## src/rtl/snap_frame_pkg.sv

```systemverilog
package snap_frame_pkg;
    typedef enum logic [1:0] {
        ST_IDLE  = 2'd0,
        ST_READ  = 2'd1,
        ST_INTEG = 2'd2
    } sft_state_e;
endpackage

```

## src/rtl/sft_tick_gen.sv

```systemverilog
module sft_tick_gen (
    input  logic clk,
    input  logic rst,
    output logic sensor_clk,
    output logic fall_tick,
    output logic rise_tick
);
    logic phase_q;

    always_ff @(posedge clk) begin
        if (rst) phase_q <= 1'b0;
        else     phase_q <= ~phase_q;
    end

    assign sensor_clk = phase_q;
    // the edge that ends a cycle with phase high lowers the sensor clock
    assign fall_tick  = phase_q;
    assign rise_tick  = ~phase_q;
endmodule

```

## src/rtl/sft_frame_fsm.sv

```systemverilog
module sft_frame_fsm
    import snap_frame_pkg::*;
#(
    parameter int LINE_W = 9,
    parameter int CLKS_W = 10,
    parameter int INT_W  = 16
) (
    input  logic              clk,
    input  logic              rst,
    input  logic              fall_tick,
    input  logic              start,
    input  logic              seq_mode,
    input  logic [INT_W-1:0]  int_clks,
    input  logic [LINE_W-1:0] line_count,
    input  logic [CLKS_W-1:0] line_clks,
    output logic              frame_sync,
    output logic              line_sync,
    output logic              busy,
    output logic              frame_go
);
    localparam int RW = LINE_W + CLKS_W;
    localparam int CW = ((RW > INT_W) ? RW : INT_W) + 1;

    sft_state_e st, st_nx;

    logic [RW-1:0]     kc;
    logic [CLKS_W-1:0] pos;
    logic [INT_W-1:0]  icnt;
    logic              c_seq;
    logic [CLKS_W-1:0] c_p;
    logic [INT_W-1:0]  c_i;
    logic [RW-1:0]     c_r;
    logic [RW-1:0]     c_h;

    logic [LINE_W-1:0] le;
    logic [CLKS_W-1:0] pe;
    logic [INT_W-1:0]  ie;
    logic [RW-1:0]     r_calc;
    logic [RW-1:0]     h_calc;
    logic [CW-1:0]     r_x;
    logic [CW-1:0]     i_x;
    logic              last_read;
    logic              last_int;
    logic              done;

    // effective settings for a frame about to start
    always_comb begin
        le     = (line_count == '0) ? LINE_W'(1) : line_count;
        pe     = (line_clks == '0)  ? CLKS_W'(1) : line_clks;
        ie     = (int_clks == '0)   ? INT_W'(1)  : int_clks;
        r_calc = RW'(le) * RW'(pe);
        r_x    = CW'(r_calc);
        i_x    = CW'(ie);
        h_calc = (i_x >= r_x) ? RW'(1) : RW'(r_x + CW'(1) - i_x);
    end

    assign last_read = (st == ST_READ)  && (kc == c_r);
    assign last_int  = (st == ST_INTEG) && (icnt == c_i);
    assign done      = (last_read && !c_seq) || last_int;
    assign frame_go  = fall_tick && start && ((st == ST_IDLE) || done);
    assign busy      = (st != ST_IDLE);

    // next-state decision
    always_comb begin
        st_nx = st;
        if (fall_tick) begin
            if (frame_go) begin
                st_nx = ST_READ;
            end else begin
                unique case (st)
                    ST_IDLE:  st_nx = ST_IDLE;
                    ST_READ:  if (last_read) st_nx = c_seq ? ST_INTEG : ST_IDLE;
                    ST_INTEG: if (last_int)  st_nx = ST_IDLE;
                    default:  st_nx = ST_IDLE;
                endcase
            end
        end
    end

    // state register, frame counters and captured settings
    always_ff @(posedge clk) begin
        if (rst) begin
            st    <= ST_IDLE;
            kc    <= '0;
            pos   <= '0;
            icnt  <= '0;
            c_seq <= 1'b0;
            c_p   <= CLKS_W'(1);
            c_i   <= INT_W'(1);
            c_r   <= RW'(1);
            c_h   <= RW'(1);
        end else begin
            st <= st_nx;
            if (frame_go) begin
                kc    <= '0;
                pos   <= '0;
                icnt  <= '0;
                c_seq <= seq_mode;
                c_p   <= pe;
                c_i   <= ie;
                c_r   <= r_calc;
                c_h   <= h_calc;
            end else if (fall_tick) begin
                if (st == ST_READ && !last_read) begin
                    kc  <= kc + RW'(1);
                    pos <= (pos == c_p - CLKS_W'(1)) ? '0 : pos + CLKS_W'(1);
                end
                if (st == ST_READ && last_read) icnt <= INT_W'(1);
                if (st == ST_INTEG)             icnt <= icnt + INT_W'(1);
            end
        end
    end

    // sync outputs, updated only with the sensor clock falling edge
    always_ff @(posedge clk) begin
        if (rst) begin
            frame_sync <= 1'b0;
            line_sync  <= 1'b0;
        end else if (fall_tick) begin
            if (frame_go) begin
                frame_sync <= 1'b1;
                line_sync  <= 1'b0;
            end else if (st == ST_READ && !last_read) begin
                line_sync  <= (pos == '0);
                frame_sync <= c_seq ? 1'b1 : ((kc + RW'(1)) < c_h);
            end else begin
                frame_sync <= 1'b0;
                line_sync  <= 1'b0;
            end
        end
    end
endmodule

```

## src/rtl/sft_cmd_shift.sv

```systemverilog
module sft_cmd_shift #(
    parameter int CMD_W = 16
) (
    input  logic             clk,
    input  logic             rst,
    input  logic             rise_tick,
    input  logic             frame_go,
    input  logic             cmd_load,
    input  logic [CMD_W-1:0] cmd_word,
    output logic             ser_data
);
    localparam int BW = $clog2(CMD_W + 1);

    logic [CMD_W-1:0] pend;
    logic             pend_v;
    logic [CMD_W-1:0] sh;
    logic [BW-1:0]    left;

    always_ff @(posedge clk) begin
        if (rst) begin
            pend     <= '0;
            pend_v   <= 1'b0;
            sh       <= '0;
            left     <= '0;
            ser_data <= 1'b0;
        end else begin
            if (cmd_load) begin
                pend   <= cmd_word;
                pend_v <= 1'b1;
            end else if (frame_go && pend_v) begin
                pend_v <= 1'b0;
            end

            if (frame_go && pend_v) begin
                sh   <= pend;
                left <= BW'(CMD_W);
            end else if (rise_tick) begin
                if (left != '0) begin
                    ser_data <= sh[CMD_W-1];
                    sh       <= sh << 1;
                    left     <= left - BW'(1);
                end else begin
                    ser_data <= 1'b0;
                end
            end
        end
    end
endmodule

```

## src/rtl/snap_frame_timer.sv

```systemverilog
module snap_frame_timer #(
    parameter int LINE_W = 9,
    parameter int CLKS_W = 10,
    parameter int INT_W  = 16,
    parameter int CMD_W  = 16
) (
    input  logic              clk,
    input  logic              rst,
    input  logic              start,
    input  logic              seq_mode,
    input  logic [INT_W-1:0]  int_clks,
    input  logic [LINE_W-1:0] line_count,
    input  logic [CLKS_W-1:0] line_clks,
    input  logic [CMD_W-1:0]  cmd_word,
    input  logic              cmd_load,
    output logic              sensor_clk,
    output logic              frame_sync,
    output logic              line_sync,
    output logic              ser_data,
    output logic              busy
);
    logic fall_tick;
    logic rise_tick;
    logic frame_go;

    sft_tick_gen u_tick (
        .clk        (clk),
        .rst        (rst),
        .sensor_clk (sensor_clk),
        .fall_tick  (fall_tick),
        .rise_tick  (rise_tick)
    );

    sft_frame_fsm #(
        .LINE_W (LINE_W),
        .CLKS_W (CLKS_W),
        .INT_W  (INT_W)
    ) u_fsm (
        .clk        (clk),
        .rst        (rst),
        .fall_tick  (fall_tick),
        .start      (start),
        .seq_mode   (seq_mode),
        .int_clks   (int_clks),
        .line_count (line_count),
        .line_clks  (line_clks),
        .frame_sync (frame_sync),
        .line_sync  (line_sync),
        .busy       (busy),
        .frame_go   (frame_go)
    );

    sft_cmd_shift #(
        .CMD_W (CMD_W)
    ) u_cmd (
        .clk       (clk),
        .rst       (rst),
        .rise_tick (rise_tick),
        .frame_go  (frame_go),
        .cmd_load  (cmd_load),
        .cmd_word  (cmd_word),
        .ser_data  (ser_data)
    );
endmodule

```

## config.mk

```make
export PLATFORM = sky130hd
export DESIGN_NAME = snap_frame_timer
export DESIGN_NICKNAME = d
export VERILOG_FILES = /design/src/rtl/snap_frame_pkg.sv /design/src/rtl/sft_tick_gen.sv /design/src/rtl/sft_frame_fsm.sv /design/src/rtl/sft_cmd_shift.sv /design/src/rtl/snap_frame_timer.sv
export SDC_FILE = /design/constraint.sdc
export NUM_CORES = 1
export LEC_CHECK = 0
export CORE_ASPECT_RATIO = 1.5
export CORE_MARGIN = 10
export CORE_UTILIZATION = 62
export DETAILED_ROUTE_END_ITERATION = 16
export DONT_BUFFER_PORTS = 1
export GPL_TIMING_DRIVEN = 0
export PLACE_DENSITY = 0.83
export REMOVE_ABC_BUFFERS = 1
export SYNTH_ARGS = -nofsm -noshare
export SYNTH_HDL_FRONTEND = slang
export SYNTH_SLANG_ARGS = --single-unit
```

## constraint.sdc

```tcl
create_clock -name clk -period 10.8 [get_ports clk]
set_input_delay 0.54 -clock clk [delete_from_list [all_inputs] [get_ports clk]]
set_output_delay 0.54 -clock clk [all_outputs]
set_load 0.05 [all_outputs]
```

==> results.md, run 1 <==
* Status: finished clean
* Share of final-layout standard cells stronger than drive strength 1 at 5.27%
* Hold Startpoint: rst
* Main combinational cell family by area after synthesis: adder cells
* Number of cells traversed by the worst hold path at 1
* Shortest clock period the worst path allows after layout at 7.71 ns
* Die outline area at 25400 um^2
* Number of flops mapped to enable cells by yosys at 0
* Capture instance of the worst register-to-register path: u_fsm.c_h[4]
* Required time of the worst setup path at 11.18 ns
* Simple-gate share of the synthesized area at 18.2%
* Wirelength, routed at 28400 um
* Post-Synth XOR/XNOR Area at 10.0%
* Floorplan core area at 19100 um^2
* Global-route wire length before repair at 46600 um
* Reg-to-Reg Start: u_fsm.kc[13]
* Number of endpoints with negative hold slack in the final report at 0
* Area growth from synthesis to layout at 5.10%
* Antenna-violating nets left at 0
* Clock latency of the later-clocked register in the worst-skew pair at 0.44 ns
* Detail-routed via count per cell at 5.82
* Setup TNS at 0 ns
* Period utilisation layout at 71.3%
* Number of setup violations in the final report at 0
* Maximum ir drop on the vdd rail at 0.217 mV
* Number of nets in the final layout at 1560
* # IOs at 61
* Pins over their slew limit at 0
* Power Density at 267 nW/um^2
* FFs w/ async S/R, synth at 0%
* First-pass DRT Iterations at 5
* Average size of a mapped cell at 8.59 um^2
* Flop2flop setup slack at 7.13 ns
* Post-layout utilization of the core at 65.9%
* Critical path class: primary input to flip-flop
* Library cells used by synthesis at 72
* Flops & latches, synth at 154
* Via count of the first global-routing pass at 9527
* Total congestion overflow after global routing at 0
* Multi-input gate area at 7930 um^2
* Crit-path max FO at 19
* Share of the synthesized area in the top cell type at 25.8%
* Compound-Gate Fraction of Synth Area at 11.5%
* Register area at 3080 um^2
* Arrival time worst endpoint at 8.09 ns
* Clock sinks at 154
* Clock tree from TritonCTS: built
* Unrepaired setup endpoints after global routing: no
* Ranking of synthesized cells by instance count: 154 x sky130_fd_sc_hd__dfxtp_1, 154 x sky130_fd_sc_hd__nor2_1, 146 x sky130_fd_sc_hd__inv_1
* Leakage power figure at 5.75 nW
* FP Rows at 62
* Min-Delay Path Class: primary input to flip-flop
* Startpoint types: primary input
* Headroom to the max-slew limit at 14.4%
* H-tree level count at 4
* Maximum number of pins on one net before global-route repair at 85
* Number of buffers inserted by hold repair at cts at 0
* Wire length per cell after detailed routing at 17.7 um
* Leading area contributor after synthesis: sky130_fd_sc_hd__dfxtp_1
* R2r worst-path depth at 7
* DRC violations left at 0
* Total chip power at 3.36 mW
* Post-Synthesis Cells at 1393
* # fillers at 1544
* Die outline height at 190 um
* Multiplexer area fraction after synthesis at 4.85%
* Transition at the pin with the smallest max-transition slack at 1.28 ns
* Buffer type at the clock tree root: sky130_fd_sc_hd__clkbuf_16
* Number of antenna violations at the first check in global routing at 0
* CTS max path bufs at 2
* Post-synthesis share of cell area spent on full adders, half adders and majority gates at 21.6%
* Vias at 9330
* Main synth FF type: sky130_fd_sc_hd__dfxtp_1
* Worst clock skew at 0.0131 ns
* Placed standard-cell area at 11900 um^2
* Final weighted congestion in routability-driven placement at 0.933
* Leading post-synthesis cells by cell area: sky130_fd_sc_hd__dfxtp_1 26%, sky130_fd_sc_hd__ha_1 12%, sky130_fd_sc_hd__fa_1 9.9%
* Max_cap viols at 0
* Seq/Total Area, Yosys at 25.8%
* Count of synthesis-stage warnings from yosys at 0
* Half-perimeter wire length after placement at 21500 um
* Netlist area before placement at 12000 um^2
* # resized after CTS at 0
* Setup Buffers After CTS at 0
* Clock-pin slew reported for the worst setup and hold paths after clock tree synthesis at 0.07 ns
* Buffers added on ports at 0
* Width of the die at 133 um
* Ant. Diodes at 0
* Total routing usage reported by global routing at 22.5%
* Effective utilization at floorplan at 62.7%
* Element type at the critical path end: flip-flop
* Cell area after layout at 12600 um^2
* End of the worst hold path: u_fsm.c_r[1]
* TritonCTS buffer count at 17
* DRC marker count from the first detailed-route iteration at 689
* Max Clock Freq at 130 MHz
## layout by cell type, fill, tap and decap left out, types with 4 or more instances in the layout
cell and instances:
sky130_fd_sc_hd__o21ai_0 27, sky130_fd_sc_hd__and3_1 15, sky130_fd_sc_hd__nand2b_1 6, sky130_fd_sc_hd__or3_1 7
sky130_fd_sc_hd__and2_1 48, sky130_fd_sc_hd__nor2_1 152, sky130_fd_sc_hd__nand3_1 22, sky130_fd_sc_hd__inv_8 4
sky130_fd_sc_hd__nor2b_1 12, sky130_fd_sc_hd__nand4_1 16, sky130_fd_sc_hd__a22o_1 17, sky130_fd_sc_hd__nor3_1 20
sky130_fd_sc_hd__fa_1 59, sky130_fd_sc_hd__a21oi_1 52, sky130_fd_sc_hd__ha_1 112, sky130_fd_sc_hd__nor4_1 17
sky130_fd_sc_hd__or2_2 4, sky130_fd_sc_hd__o21bai_1 4, sky130_fd_sc_hd__a211oi_1 7, sky130_fd_sc_hd__a211oi_2 14
sky130_fd_sc_hd__xnor2_1 70, sky130_fd_sc_hd__o21a_1 5, sky130_fd_sc_hd__inv_1 146, sky130_fd_sc_hd__clkinv_8 5
sky130_fd_sc_hd__dfxtp_1 154, sky130_fd_sc_hd__a31oi_1 9, sky130_fd_sc_hd__nand2_1 122, sky130_fd_sc_hd__clkbuf_16 17
sky130_fd_sc_hd__nor4_2 4, sky130_fd_sc_hd__a21o_1 16, sky130_fd_sc_hd__mux2i_1 58, sky130_fd_sc_hd__xor2_1 65
## final cells by class
class,instances,share of cell area (%)
Clock buffer,17,3.38
Inverter,147,4.39
Multi-Input combinational cell,1010,63.1
Tap cell,256,2.55
Timing Repair Buffer,3,0.398
Sequential cell,154,24.5
Clock inverter,15,1.71
## logic make-up after synthesis
family	Yosys count
AND/OR/NAND/NOR	457
buffers and inverters	229
AO/OA/AOI/OAI	188
adder cells (fa/ha/maj)	171
flip-flops	154
XOR/XNOR	136
multiplexers	58
## worst max path at each step
stage                   end  depth (start not counted)    startpoint  slack, ns
2_1_floorplan  u_fsm.c_h[1]                         24  line_clks[6]       4.12
3_3_place_gp   u_fsm.c_h[4]                         25  line_clks[2]       2.93
3_5_place_dp   u_fsm.c_h[4]                         25  line_clks[2]       2.78
4_1_cts        u_fsm.c_h[4]                         25  line_clks[2]       3.20
5_1_grt        u_fsm.c_h[4]                         25  line_clks[2]       2.72
6_report       u_fsm.c_h[4]                         25  line_clks[2]       3.09
## report_power, final
part	switching [mW]	internal [mW]
combinational	1.19	0.866
clock	0.291	0.341
sequential	0.0449	0.623
total	1.53	1.83
## per-stage QoR
step | hold slack [ns] | instances | worst slack [ns]
after floorplan | 0.437 | 1311 | 4.12
after global placement | 0.447 | 1567 | 2.93
after detailed placement | 0.459 | 1570 | 2.78
after CTS | 0.182 | 1602 | 3.20
after global routing | 0.164 | 1602 | 2.72
final | 0.170 | 1602 | 3.09
## layer usage
| metal | GRT usage [%] | vias up | wire, um | share of wire [%] |
|---|---|---|---|---|
| li1 | - | 4472 | - | - |
| met1 | 23.9 | 4475 | 10700 | 38 |
| met2 | 39.8 | 283 | 14300 | 51 |
| met3 | 4.49 | 100 | 1640 | 5.8 |
| met4 | 14.1 | 0 | 1700 | 6.0 |
| met5 | 0 | - | 0 | 0 |
## registers in the layout (all words and copies together), names as in the netlist
name / count
u_cmd.pend_v: 1
u_fsm.c_seq: 1
u_tick.fall_tick: 1
u_fsm.st: 2
u_fsm.c_p: 10
u_fsm.c_r: 19
u_fsm.icnt: 16
u_cmd.pend: 16
u_fsm.frame_sync: 1
u_cmd.left: 5
u_cmd.sh: 16
u_fsm.c_i: 16
u_fsm.c_h: 19
u_fsm.pos: 10
u_cmd.ser_data: 1
u_fsm.kc: 19
u_fsm.line_sync: 1
## critical path, cell delays in order
cell and delay, ns:
sky130_fd_sc_hd__nor4_1 0.03, sky130_fd_sc_hd__a31oi_1 1.00, sky130_fd_sc_hd__nand2b_1 0.24, sky130_fd_sc_hd__fa_1 0.43, sky130_fd_sc_hd__fa_1 0.55, sky130_fd_sc_hd__inv_1 0.06
sky130_fd_sc_hd__fa_1 0.53, sky130_fd_sc_hd__inv_1 0.05, sky130_fd_sc_hd__fa_1 0.53, sky130_fd_sc_hd__inv_1 0.04, sky130_fd_sc_hd__ha_1 0.31, sky130_fd_sc_hd__o21ai_2 0.09
sky130_fd_sc_hd__o31ai_2 0.35, sky130_fd_sc_hd__o21ai_0 0.22, sky130_fd_sc_hd__o21bai_1 0.16, sky130_fd_sc_hd__a21oi_1 0.09, sky130_fd_sc_hd__xnor2_1 0.46, sky130_fd_sc_hd__inv_1 0.09
sky130_fd_sc_hd__ha_1 0.34, sky130_fd_sc_hd__nor2b_1 0.14, sky130_fd_sc_hd__o21ai_0 0.21, sky130_fd_sc_hd__o31ai_1 0.11, sky130_fd_sc_hd__o311ai_0 0.40, sky130_fd_sc_hd__o2111a_1 0.81
sky130_fd_sc_hd__a32o_1 0.28
(Power assumes the default switching activity.)
==> run 2: changes to the inputs <==
==> constraint.sdc (replaced) <==
create_clock -name clk -period 7.85 [get_ports clk]
set_input_delay 0.3925 -clock clk [delete_from_list [all_inputs] [get_ports clk]]
set_output_delay 0.3925 -clock clk [all_outputs]
set_load 0.05 [all_outputs]
==> run 2 against run 1 <==
Compared with the run above: first-iteration DRC count decreased by 0.87%; cell area barely moved; register-to-register slack got worse by 3.0 ns; sequential power up 38%; clock power rose by 38%; wire length down 0.11%; cell count stayed put; non-clock buffer count stayed put; die area did not move; clock skew is 0.00066 ns lower; critical path depth unchanged; sequential share of layout area hardly changed.
==> results.md, run 2 (synthesized netlist as in run 1, its figures left out) <==
* Status: finished clean
* Startpoint types: primary input
* Floorplan core area at 19100 um^2 (unchanged)
* DRC violations left at 0 (unchanged)
* Post-layout instance count excluding filler cells at 1602 (unchanged)
* Cell type group with the largest total delay on the critical path: compound AO/OA/AOI/OAI gates
* Worst Setup SP: line_clks[6]
* Width of the die at 133 um (unchanged)
* H-tree level count at 4 (unchanged)
* Cell area after layout at 12600 um^2 (about the same)
* Critical Path Slowest Stage Cell: sky130_fd_sc_hd__o2111a_1
* Ant. Diodes at 0 (unchanged)
* DRC marker count from the first detailed-route iteration at 683 (-0.87%)
* Number of nets in the final layout at 1560 (unchanged)
* Transition at the pin with the smallest max-transition slack at 1.16 ns (-0.123 ns)
* Number of buffers and inverters on the critical path at 4 (unchanged)
* Number of cells traversed by the worst hold path at 1 (unchanged)
* Clock-pin slew reported for the worst setup and hold paths after clock tree synthesis at 0.07 ns (about the same)
* Worst Setup Slack post-DPL at -0.0233 ns (-2.80 ns)
* Power Density at 366 nW/um^2 (+37%)
* R2r worst-path depth at 7 (unchanged)
* Element type at the critical path end: flip-flop
* Share of final-layout standard cells stronger than drive strength 1 at 5.35% (+0.074 points)
* Clock latency of the later-clocked register in the worst-skew pair at 0.44 ns (about the same)
* First-pass DRT Iterations at 7 (+2)
* Buffers added on ports at 0 (unchanged)
* Headroom to the max-slew limit at 22.8% (+8.5 points)
* Area growth from synthesis to layout at 5.16% (about the same)
* Antenna-violating nets left at 0 (unchanged)
* Maximum ir drop on the vdd rail at 0.289 mV (+34%)
* Number of endpoints with negative hold slack in the final report at 0 (unchanged)
* Die outline height at 190 um (unchanged)
* # IOs at 61 (unchanged)
* Clock tree from TritonCTS: built
* Reg-to-Reg Start: u_fsm.kc[13]
* Hold Startpoint: rst
* Layer carrying the most global-route usage: met2
* Period utilisation layout at 93.7%
* Register area at 3080 um^2 (unchanged)
* Shortest clock period the worst path allows after layout at 7.35 ns
* Effective utilization at floorplan at 62.7% (unchanged)
* Total congestion overflow after global routing at 0 (unchanged)
* CTS max path bufs at 2 (unchanged)
* Crit-path max FO at 19 (unchanged)
* Vias at 9322 (-0.086%)
* Number of setup violations in the final report at 0 (unchanged)
* Buffer type at the clock tree root: sky130_fd_sc_hd__clkbuf_16
* Wire length per cell after detailed routing at 17.7 um (-0.11%)
* Global-route wire length before repair at 46600 um (unchanged)
* Worst clock skew at 0.0124 ns (-0.000662 ns)
* FP Rows at 62 (unchanged)
* Required time of the worst setup path at 8.23 ns (-2.95 ns)
* Commonest non-fill, non-tap cell in the layout: sky130_fd_sc_hd__dfxtp_1
* Min-Delay Path Class: primary input to flip-flop
* Met2 global-route usage at 39.8% (unchanged)
* Unrepaired setup endpoints after global routing: no
* Max_cap viols at 0 (unchanged)
* Least setup slack across all paths after layout at 0.497 ns (-2.60 ns)
* Met1 usage at 23.9% (unchanged)
* Wirelength, routed at 28300 um (-0.11%)
* Clock sinks at 154 (unchanged)
* Registers with the most flip-flops: u_fsm.c_h x19, u_fsm.c_r x19, u_fsm.kc x19
* Total routing usage reported by global routing at 22.5% (unchanged)
* Critical path class: primary input to flip-flop
* Via count of the first global-routing pass at 9527 (unchanged)
* Detail-routed via count per cell at 5.82 (about the same)
* Placed standard-cell area at 11900 um^2 (unchanged)
* Largest stage delay on the critical path at 0.82 ns (-0.18 ns)
* TritonCTS buffer count at 17 (unchanged)
* Final weighted congestion in routability-driven placement at 0.933 (unchanged)
* # fillers at 1543 (-0.065%)
* Arrival time worst endpoint at 7.73 ns (-0.36 ns)
* Maximum number of pins on one net before global-route repair at 85 (unchanged)
* Max Clock Freq at 136 MHz
* Number of logic stages on the critical path including buffering at 25 (unchanged)
* Leakage power figure at 5.75 nW (about the same)
* Global routing met3 resource utilization at 4.49% (unchanged)
* Multi-input gate area at 7930 um^2 (about the same)
* Most frequent cells in the layout: 154 x sky130_fd_sc_hd__dfxtp_1, 152 x sky130_fd_sc_hd__nor2_1, 146 x sky130_fd_sc_hd__inv_1, 122 x sky130_fd_sc_hd__nand2_1, 112 x sky130_fd_sc_hd__ha_1
* Number of antenna violations at the first check in global routing at 0 (unchanged)
* Die outline area at 25400 um^2 (unchanged)
* Placed insts at 1570 (unchanged)
* Half-perimeter wire length after placement at 21500 um (unchanged)
* Pins over their slew limit at 0 (unchanged)
[run 2: cell counts in the layout (fill, tap and decap cells not counted)]
No cell type changed its count.
[run 2: worst paths after layout]
kind	to	slack (ns)
worst max register to register	u_fsm.c_h[4]	4.17
worst min register to register	u_fsm.c_r[13]	0.47
worst min-delay path	u_fsm.c_r[1]	0.02
worst max-delay path	u_fsm.c_h[4]	0.50
[run 2: worst reg2reg max path, delay by kind of cell (launching register included)]
family	cells	cell delay (ns)
flip-flops	1	0.58
AO/OA/AOI/OAI	3	1.93
AND/OR/NAND/NOR	3	0.98
XOR/XNOR	1	0.14
[run 2: cell type report]
cell class | count | area share [%]
clock inverters | 15 | 1.71
multi-input cells | 1010 | 63.1
well taps | 256 | 2.55
repair buffers | 3 | 0.398
inverters | 147 | 4.39
flip-flops and latches | 154 | 24.5
clock buffers | 17 | 3.38
[run 2: stage by stage]
step,power [mW],hold WS [ns],util [%],setup TNS [ns]
after floorplan,3.07,0.437,-,0
after global placement,3.59,0.447,62.2,0
after detailed placement,3.69,0.459,62.5,-0.0315
after CTS,4.57,0.0350,65.9,0
after global routing,4.95,0.0170,65.9,0
final,4.61,0.0210,65.9,0
[run 2: where the power goes]
group	switching (mW)	internal (mW)
registers	0.0615	0.858
logic	1.63	1.19
clock network	0.401	0.469
total	2.09	2.52
[run 2: layer usage]
layer	share of wire [%]	up-vias
met5	0	-
met1	38	4466
li1	-	4477
met4	6.0	0
met3	5.7	102
met2	51	277
[run 2: timing repair]
item	in CTS	in global routing
endpoints found under the setup margin	0	19
gates resized for setup	0	1
setup buffers	0	0
hold buffers	0	0
==> run 3: changes to the inputs <==
--- a/config.mk
+++ b/config.mk
@@ -7,11 +7,11 @@
 export LEC_CHECK = 0
 export CORE_ASPECT_RATIO = 1.5
 export CORE_MARGIN = 10
-export CORE_UTILIZATION = 62
+export CORE_UTILIZATION = 23
 export DETAILED_ROUTE_END_ITERATION = 16
 export DONT_BUFFER_PORTS = 1
 export GPL_TIMING_DRIVEN = 0
-export PLACE_DENSITY = 0.83
+export PLACE_DENSITY = 0.41
 export REMOVE_ABC_BUFFERS = 1
 export SYNTH_ARGS = -nofsm -noshare
 export SYNTH_HDL_FRONTEND = slang
==> run 3 against run 2 <==
Compared with the run above: critical path type unchanged; largest power group unchanged; highest routed layer unchanged; wire length grew 20%; maximum frequency grew 2.5%; cell area grew 4.3%; clock skew grew 0.0077 ns; cell count grew 26%; clock-buffer cell count is the same; total power grew 1.8%; global-route usage shrank 11 points; combinational power grew 3%; clock power is essentially flat; die area grew 140%; first-iteration DRC count shrank 44%.
==> results.md, run 3 (synthesized netlist as in run 1, its figures left out) <==
* Status: finished clean
* Clock tree from TritonCTS: built
* Critical Path Slowest Stage Cell: sky130_fd_sc_hd__xnor2_1
* Clock latency of the later-clocked register in the worst-skew pair at 0.45 ns (about the same)
* Die outline area at 61700 um^2 (+140%)
* Arrival time worst endpoint at 7.55 ns (-0.18 ns)
* Min-Delay Path Class: primary input to flip-flop
* Area growth from synthesis to layout at 9.73%
* Half-perimeter wire length after placement at 26900 um (+25%)
* Floorplan core area at 51600 um^2 (+170%)
* Number of buffers and inverters on the critical path at 4 (unchanged)
* Power Density at 358 nW/um^2 (-2.4%)
* Element type at the critical path end: flip-flop
* Ant. Diodes at 0 (unchanged)
* Required time of the worst setup path at 8.23 ns (about the same)
* Wire length per cell after detailed routing at 16.8 um (-5.2%)
* Global-route wire length before repair at 53200 um (+14%)
* Clock-pin slew reported for the worst setup and hold paths after clock tree synthesis at 0.07 ns (about the same)
* Final weighted congestion in routability-driven placement at 0.783 (-16%)
* Effective utilization at floorplan at 23.2% (-39 points)
* Share of final-layout standard cells stronger than drive strength 1 at 5.56% (+0.21 points)
* Shortest clock period the worst path allows after layout at 7.17 ns (-0.182 ns)
* # fillers at 5637 (+270%)
* DRC marker count from the first detailed-route iteration at 385 (-44%)
* Antenna-violating nets left at 0 (unchanged)
* Total congestion overflow after global routing at 0 (unchanged)
* Crit-path max FO at 19 (unchanged)
* Die outline height at 299 um (+57%)
* Total chip power at 4.69 mW (+1.8%)
* Headroom to the max-slew limit at 19.3% (-3.5 points)
* H-tree level count at 4 (unchanged)
* Worst clock skew at 0.0202 ns (+0.00773 ns)
* Maximum number of pins on one net before global-route repair at 48 (-44%)
* Most frequent cells in the layout: 154 x sky130_fd_sc_hd__dfxtp_1, 152 x sky130_fd_sc_hd__nor2_1, 146 x sky130_fd_sc_hd__inv_1, 122 x sky130_fd_sc_hd__nand2_1, 112 x sky130_fd_sc_hd__ha_1
* Buffers added on ports at 0 (unchanged)
* Max_cap viols at 0 (unchanged)
* Transition at the pin with the smallest max-transition slack at 1.21 ns (+0.0540 ns)
* Number of setup violations in the final report at 0 (unchanged)
* First-pass DRT Iterations at 5 (-2)
* # IOs at 61 (unchanged)
* Via count of the first global-routing pass at 9323 (-2.1%)
* Registers with the most flip-flops: u_fsm.c_h x19, u_fsm.c_r x19, u_fsm.kc x19
* TritonCTS buffer count at 17 (unchanged)
* Detail-routed via count per cell at 4.38 (-25%)
* Post-layout utilization of the core at 25.5% (-40 points)
* Wirelength, routed at 34000 um (+20%)
* Number of endpoints with negative hold slack in the final report at 0 (unchanged)
* DRC violations left at 0 (unchanged)
* Max Clock Freq at 139 MHz (+2.5%)
* Largest stage delay on the critical path at 0.60 ns (-0.22 ns)
* Period utilisation layout at 91.3% (-2.3 points)
* Startpoint types: primary input
* Commonest non-fill, non-tap cell in the layout: sky130_fd_sc_hd__dfxtp_1
* Leakage power figure at 5.76 nW (+0.24%)
* Total routing usage reported by global routing at 11.2% (-11 points)
* Width of the die at 206 um (+55%)
* Post-layout instance count excluding filler cells at 2025 (+26%)
* Number of antenna violations at the first check in global routing at 0 (unchanged)
* Maximum ir drop on the vdd rail at 0.201 mV (-31%)
* CTS max path bufs at 2 (unchanged)
* Unrepaired setup endpoints after global routing: no
* Pins over their slew limit at 0 (unchanged)
* FP Rows at 102 (+65%)
* Clock sinks at 154 (unchanged)
* Placed insts at 1991 (+27%)
* Cell type group with the largest total delay on the critical path: adder cells
* Critical path class: primary input to flip-flop
* Vias at 8867 (-4.9%)
* Number of nets in the final layout at 1563 (+0.19%)
* Buffer type at the clock tree root: sky130_fd_sc_hd__clkbuf_16
## run 3: cell count changes in the layout (fill, tap and decap cells not counted), sizes merged
cell and change:
dlygate4sd3 +1, inv +2, clkinv -2, buf +2
## run 3: what timing repair did
action | CTS | global route
setup endpoints to repair | 19 | 19
hold endpoints to repair | 38 | 0
hold buffers | 2 | 0
gates resized for setup | 1 | 1
buffers inserted | 0 | 0
## run 3: path summary, 6_finish.rpt
kind	startpoint	endpoint	slack (ns)	cells after the start
hold / removal	rst	u_cmd.pend[11]	0.04	1
hold reg to reg	u_fsm.c_r[10]	u_fsm.c_r[10]	0.46	2
setup / recovery	line_clks[6]	u_fsm.c_h[4]	0.68	25
setup reg to reg	u_fsm.kc[0]	u_fsm.frame_sync	4.15	13
## run 3: per-layer routing
metal	global-route usage, %	wire length, um	vias to the layer above
met5	0	0	-
met4	2.93	431	0
met2	22.2	19200	88
met3	2.26	1080	20
met1	11.5	13200	4282
li1	-	-	4477
## run 3: layout make-up
cell class	count	area [um^2]	share of cell area [%]
multi-input combinational	1010	7940	60.5
sequential	154	3080	23.5
inverter	147	552	4.20
clock inverter	15	190	1.45
tap	676	846	6.44
clock buffer	17	425	3.24
timing repair buffer	6	95.1	0.724
## run 3: per-stage QoR
step,instance area (um^2),TNS (ns),hold slack [ns],setup slack [ns]
after CTS,13100,0,0.00475,0.324
after floorplan,11500,0,0.437,1.32
after detailed placement,12500,-9.82,0.453,-0.552
after global routing,13100,0,0.0162,0.0975
final,13100,0,0.0414,0.679
after global placement,12400,-8.02,0.447,-0.457
## run 3: power by group
part | switching [mW] | total (mW) | internal [mW]
sequential | 0.0577 | 0.915 | 0.858
combinational | 1.72 | 2.91 | 1.19
clock | 0.409 | 0.871 | 0.462
## run 3: worst register-to-register path, stage by stage (launching register included)
cell and delay (ns):
sky130_fd_sc_hd__dfxtp_1 0.44, sky130_fd_sc_hd__ha_1 0.25, sky130_fd_sc_hd__nand3_1 0.19, sky130_fd_sc_hd__nor4_1 0.68, sky130_fd_sc_hd__and3_1 0.37, sky130_fd_sc_hd__nand3_1 0.14
sky130_fd_sc_hd__xnor2_1 0.16, sky130_fd_sc_hd__ha_1 0.31, sky130_fd_sc_hd__and3_1 0.16, sky130_fd_sc_hd__o2111ai_1 0.11, sky130_fd_sc_hd__a21oi_1 0.28, sky130_fd_sc_hd__o21ai_0 0.16
sky130_fd_sc_hd__a221oi_1 0.29, sky130_fd_sc_hd__nor2_1 0.06
